<file path="src/rtl/gas_pkg.sv">
// Package gas_pkg
// Purpose : shared sequencer state type for the gain-update sequencer.
// Assumes : nothing beyond IEEE 1800-2017 enum support.
package gas_pkg;
    typedef enum logic [2:0] {
        ST_IDLE    = 3'd0,
        ST_CAPTURE = 3'd1,
        ST_WR_ANA  = 3'd2,
        ST_WR_DIG  = 3'd3,
        ST_WAIT    = 3'd4,
        ST_APPLY   = 3'd5,
        ST_CLEAR   = 3'd6
    } gas_state_e;
endpackage

</file>
<file path="src/rtl/gas_rise_det.sv">
// Module gas_rise_det
// Purpose : flags the cycle in which a level input goes from low to high.
// Assumes : level_in is synchronous to clk; the history bit resets low, so
//           a level already high when reset is released counts as a rise.
module gas_rise_det (
    input  logic clk,
    input  logic rst_n,
    input  logic level_in,
    output logic rise_o
);
    logic lvl_q;

    // Remember last cycle's level.
    always_ff @(posedge clk) begin
        if (!rst_n) lvl_q <= 1'b0;
        else        lvl_q <= level_in;
    end

    assign rise_o = level_in & ~lvl_q;
endmodule

</file>
<file path="src/rtl/gas_gain_hold.sv">
// Module gas_gain_hold
// Purpose : holds one gain code, loaded on request and kept otherwise.
// Assumes : load is a single-cycle enable from the sequencer.
module gas_gain_hold #(
    parameter int W = 8
) (
    input  logic         clk,
    input  logic         rst_n,
    input  logic         load,
    input  logic [W-1:0] d,
    output logic [W-1:0] q
);
    // Capture the code on load, hold it otherwise.
    always_ff @(posedge clk) begin
        if (!rst_n)    q <= '0;
        else if (load) q <= d;
    end
endmodule

</file>
<file path="src/rtl/gas_delay_cnt.sv">
// Module gas_delay_cnt
// Purpose : loadable down-counter that measures the apply delay.
// Assumes : load and run are never needed together; load takes priority.
//           The counter stops at zero.
module gas_delay_cnt #(
    parameter int W = 16
) (
    input  logic         clk,
    input  logic         rst_n,
    input  logic         load,
    input  logic [W-1:0] load_val,
    input  logic         run,
    output logic         zero_o
);
    logic [W-1:0] cnt_q;

    // Load the delay, then count down one per cycle while running.
    always_ff @(posedge clk) begin
        if (!rst_n)                        cnt_q <= '0;
        else if (load)                     cnt_q <= load_val;
        else if (run && cnt_q != '0)       cnt_q <= cnt_q - 1'b1;
    end

    assign zero_o = (cnt_q == '0);
endmodule

</file>
<file path="src/rtl/gain_align_seq.sv">
// Module gain_align_seq
// Purpose : sequences one gain update. It starts on a threshold edge,
//           captures both gain codes, writes the analog code, then the
//           digital code (waiting for its acknowledge), waits the
//           calibrated delay, fires the apply strobe and optionally clears
//           the threshold flag.
// Assumes : delay_cfg is held stable during normal operation; auto_clr_en
//           is sampled in the start cycle; the synchronous reset is active low.
module gain_align_seq
    import gas_pkg::*;
#(
    parameter int ANA_W = 6,
    parameter int DIG_W = 14,
    parameter int DLY_W = 16
) (
    input  logic             clk,
    input  logic             rst_n,
    input  logic             thresh_in,
    input  logic             auto_clr_en,
    input  logic [DLY_W-1:0] delay_cfg,
    input  logic [ANA_W-1:0] ana_gain_in,
    input  logic [DIG_W-1:0] dig_gain_in,
    output logic             ana_wr_req,
    output logic [ANA_W-1:0] ana_wr_data,
    output logic             dig_wr_req,
    output logic [DIG_W-1:0] dig_wr_data,
    input  logic             dig_wr_ack,
    output logic             apply_stb,
    output logic             thresh_clr,
    output logic             busy,
    output logic             overrun
);
    gas_state_e state_q, state_d;
    logic       start_edge;
    logic       auto_q;
    logic       ovr_q;
    logic       cnt_zero;
    logic       cnt_load;
    logic       capture;

    gas_rise_det u_rise (
        .clk      (clk),
        .rst_n    (rst_n),
        .level_in (thresh_in),
        .rise_o   (start_edge)
    );

    assign capture  = (state_q == ST_CAPTURE);
    assign cnt_load = (state_q == ST_WR_DIG) && dig_wr_ack;

    gas_gain_hold #(.W(ANA_W)) u_ana_hold (
        .clk   (clk),
        .rst_n (rst_n),
        .load  (capture),
        .d     (ana_gain_in),
        .q     (ana_wr_data)
    );

    gas_gain_hold #(.W(DIG_W)) u_dig_hold (
        .clk   (clk),
        .rst_n (rst_n),
        .load  (capture),
        .d     (dig_gain_in),
        .q     (dig_wr_data)
    );

    gas_delay_cnt #(.W(DLY_W)) u_dly (
        .clk      (clk),
        .rst_n    (rst_n),
        .load     (cnt_load),
        .load_val (delay_cfg),
        .run      (state_q == ST_WAIT),
        .zero_o   (cnt_zero)
    );

    // Next-state decode for the update sequence.
    always_comb begin
        state_d = state_q;
        unique case (state_q)
            ST_IDLE:    if (start_edge) state_d = ST_CAPTURE;
            ST_CAPTURE: state_d = ST_WR_ANA;
            ST_WR_ANA:  state_d = ST_WR_DIG;
            ST_WR_DIG:  if (dig_wr_ack) state_d = ST_WAIT;
            ST_WAIT:    if (cnt_zero) state_d = ST_APPLY;
            ST_APPLY:   state_d = auto_q ? ST_CLEAR : ST_IDLE;
            ST_CLEAR:   state_d = ST_IDLE;
            default:    state_d = ST_IDLE;
        endcase
    end

    // State register, auto-clear mode latch and sticky overrun flag.
    always_ff @(posedge clk) begin
        if (!rst_n) begin
            state_q <= ST_IDLE;
            auto_q  <= 1'b0;
            ovr_q   <= 1'b0;
        end else begin
            state_q <= state_d;
            if (state_q == ST_IDLE && start_edge) auto_q <= auto_clr_en;
            if (state_q != ST_IDLE && start_edge) ovr_q  <= 1'b1;
        end
    end

    assign ana_wr_req = (state_q == ST_WR_ANA);
    assign dig_wr_req = (state_q == ST_WR_DIG);
    assign apply_stb  = (state_q == ST_APPLY);
    assign thresh_clr = (state_q == ST_CLEAR);
    assign busy       = (state_q != ST_IDLE);
    assign overrun    = ovr_q;


    ana_then_dig_chk: assert property (@(posedge clk) disable iff (!rst_n)
        ana_wr_req |=> (dig_wr_req && !ana_wr_req));


    dig_req_hold_chk: assert property (@(posedge clk) disable iff (!rst_n)
        (dig_wr_req && !dig_wr_ack) |=> dig_wr_req);


    apply_single_chk: assert property (@(posedge clk) disable iff (!rst_n)
        apply_stb |=> !apply_stb);


    apply_after_write_chk: assert property (@(posedge clk) disable iff (!rst_n)
        apply_stb |-> (!dig_wr_req && $past(state_q) == ST_WAIT && $past(cnt_zero)));


    wait_until_zero_chk: assert property (@(posedge clk) disable iff (!rst_n)
        (state_q == ST_WAIT && !cnt_zero) |=> (state_q == ST_WAIT));


    clear_after_apply_chk: assert property (@(posedge clk) disable iff (!rst_n)
        thresh_clr |-> $past(apply_stb));


    busy_cover_chk: assert property (@(posedge clk) disable iff (!rst_n)
        (ana_wr_req || dig_wr_req || apply_stb || thresh_clr) |-> busy);


    overrun_sticky_chk: assert property (@(posedge clk) disable iff (!rst_n)
        overrun |=> overrun);
endmodule

</file>
<file path="config.mk">
export PLATFORM = sky130hd
export DESIGN_NAME = gain_align_seq
export DESIGN_NICKNAME = d
export VERILOG_FILES = /design/src/rtl/gas_pkg.sv /design/src/rtl/gas_rise_det.sv /design/src/rtl/gas_gain_hold.sv /design/src/rtl/gas_delay_cnt.sv /design/src/rtl/gain_align_seq.sv
export SDC_FILE = /design/constraint.sdc
export NUM_CORES = 1
export LEC_CHECK = 0
export BUFFER_PORTS_ARGS = -buffer_cell sky130_fd_sc_hd__buf_2
export CORE_UTILIZATION = 53
export DETAILED_ROUTE_END_ITERATION = 10
export PLACE_DENSITY_LB_ADDON = 0.25
export SLEW_MARGIN = 40
export SYNTH_ARGS = -nofsm -noshare
export SYNTH_HDL_FRONTEND = slang
export SYNTH_SLANG_ARGS = --single-unit
export TNS_END_PERCENT = 100
</file>
<file path="constraint.sdc">
create_clock -name clk -period 2.55 [get_ports clk]
set_input_delay 0.255 -clock clk [delete_from_list [all_inputs] [get_ports clk]]
set_output_delay 0.255 -clock clk [all_outputs]
set_load 0.01 [all_outputs]
</file>
==> results.ini <==
[outcome]
outcome=finished, final reports clean

[clocking]
cts_sinks=42
cts_tree=yes
clk_latency_ps=350
numCtsBuffers=5
cts_root_buf=clkbuf_4
cts_resized=0
clk_pin_slew_worst_paths_ps=120
cts_hold_buf=0
cts_max_path_buffers=2
post_cts_buffers=0
htreeDepth=2

[synth]
syn_nets=284
yosysTopAreaCell=dfxtp_1
yosysWarnings=0
synth_cells=242
synth_area_leaders=dfxtp_1 44%, nand2_1 9.2%, a21oi_1 8.9%, o21ai_0 3.4%, nor2_1 3.1%
synthFlopType=dfxtp_1
post_synth.cell_area_avg_um2=7.91
postSynth.asyncResetShare_pct=0
synth_top_area_share_pct=44.0
synth_cell_type_count=41
netlist_area_mm2=0.00191
yosysSeqAreaShare_pct=44.0
synth_edf_count=0
ys_ff_latch=42

[drt]
ant_nets=0
vias_per_cell=5.30
initialDrtViolationCount=70
wl_per_cell_um=12.2
wl_met3_um=191
first_pass_iters=4
route.detailed.drc=0
wl_met1_um=2020
detail_route.wirelength_um=4260
dr.max_layer_used=met4
vias=1854
wl_met2_um=2000

[floorplanning]
core_mm2=0.00339
die_h_um=62.1
io_pins=67
rows=21
die_area_mm2=0.00385
start_util_pct=56.4
die_w_um=62.1

[power_and_ir_drop]
switching_share_pct=28.9
p_leak_nw=0.985
combPwrFrac_pct=16.7
clock_power_share_pct=27.4
ir_drop_uv=353
p_sw_uw=370
powerDensity_mw_per_mm2=550
internal_power_uw=911
seq_power_share_pct=55.9

[global_route]
first_global_vias=1456
grt_max_degree=31
grt_pass1_wl_um=6440
antenna_found_initial=0
globalRoute.totalOverflow=0
track_usage_pct=23.1

[critical_path]
worstPathArrival_ps=2150
start_kind=register
cp_max_fo=29
endpoint_kind=register
critPathRequiredTime_ps=2780
worstSetupPathType=reg -> reg

[timing]
worst_pin_slew_ps=653
hold_viol=0
layout_min_cycle_time_ps=1920
relSlewSlack_pct=56.5
setup_violations=0
finalSetupTns_ps=0
rsz0062_at_grt=false
finalMaxSlewViolations=0
max_freq_mhz=520
final.setup.worst_slack_ps=626
finClkSkew_ps=9.63
period_share_pct=75.4

[final_layout]
final_cells=350
area_delta_synth_final_pct=21.8
drive_above_1_share_pct=28.3
final_nets=345
fillers=317
diodes=0

[placement]
place_inst=342
hpwl_um=2980
pre_cts_ws_ps=557
io_buffers=66
gp_congestion=0.826

[flow_run]
maxCapViolCount=0

[min_path]
hold_path_class=in -> reg

-- Yosys cell counts (2+ instances only) --
library cell,n
a211oi_1,4
a21oi_1,34
and2_1,2
and3_1,4
clkbuf_1,12
dfxtp_1,42
inv_1,7
mux2i_1,2
nand2_1,47
nand3_1,2
nor2_1,16
nor3_1,10
nor3_2,2
nor4_1,3
o2111ai_1,4
o211ai_1,3
o21ai_0,13
or3_1,3
xnor2_1,5
xor2_1,6
-- kinds of logic (layout without fill, tap and decap cells) --
family                   after synthesis  in the layout  share of synthesized area, %
AND/OR/NAND/NOR                      100            100                          25.3
XOR/XNOR                              11             11                          5.04
AO/OA/AOI/OAI                         65             65                          19.8
flip-flops                            42             42                          44.0
multiplexers                           2              2                          1.05
adder cells (fa/ha/maj)                1              1                         0.654
buffers and inverters                 21             83                          4.25
-- per-layer routing --
metal  GRT usage, %  vias to the layer above
li1               -                      967
met1           30.3                      837
met2           37.4                       45
met3           6.21                        5
met4           6.67                        0
met5              0                        -
-- critical path, cell delays in order (launching register included) --
cell     delay (ps)
dfxtp_1         500
inv_1           180
or3_2           730
o21ai_0         320
a21oi_1          70
-- metrics by stage --
stage | hold WS [ps] | util [%] | cell area [um^2] | power, mW
after floorplan | 372 | - | 1910 | 0.861
after global placement | 439 | 66.9 | 2270 | 0.938
after detailed placement | 443 | 66.9 | 2270 | 0.943
after CTS | 105 | 68.7 | 2330 | 1.29
after global routing | 99.8 | 68.8 | 2330 | 1.35
final | 112 | 68.8 | 2330 | 1.28
-- cells in the final DEF, fill, tap and decap left out, types with 5 or more instances in the layout --
cell / Yosys / final
buf_2: 1 / 66
nand2_1: 47 / 47
dfxtp_1: 42 / 42
a21oi_1: 34 / 34
nor2_1: 16 / 16
o21ai_0: 13 / 13
nor3_1: 10 / 9
inv_1: 7 / 6
xor2_1: 6 / 6
xnor2_1: 5 / 5
clkbuf_4: 0 / 5
-- power by group through the flow --
stage	clock network, mW	registers, mW	logic (mW)
6_report	0.352	0.716	0.214
5_1_grt	0.384	0.721	0.243
4_1_cts	0.359	0.716	0.215
3_5_place_dp	0	0.730	0.213
3_3_place_gp	0	0.728	0.210
2_1_floorplan	0	0.732	0.130
-- flip-flops by register name, summed over array words and instances (netlist names) --
name,count
u_dly.cnt_q,16
u_rise.lvl_q,1
u_ana_hold.q,6
auto_q,1
overrun,1
u_dig_hold.q,14
state_q,3
-- layout make-up --
type	count	area [um^2]	share of cell area, %
inverter	7	26.3	1.13
tap	46	57.6	2.47
clock buffer	6	51.3	2.20
clock inverter	2	12.5	0.537
timing repair buffer	68	345	14.8
sequential	42	841	36.1
multi-input combinational	179	997	42.8
-- path summary, 6_finish.rpt --
path                                startpoint                           end  slack, ps  cells past startpoint
setup / recovery       state_q[0]$_SDFFE_PN0P_  u_dly.cnt_q[15]$_SDFFE_PN0P_        630                      4
hold / removal                       thresh_in       u_rise.lvl_q$_SDFF_PN0_        110                      2
setup reg to reg       state_q[0]$_SDFFE_PN0P_  u_dly.cnt_q[15]$_SDFFE_PN0P_        630                      4
hold reg to reg   u_dig_hold.q[8]$_SDFFE_PN0N_  u_dig_hold.q[8]$_SDFFE_PN0N_        460                      2
Power figures use the tool's default switching activity.
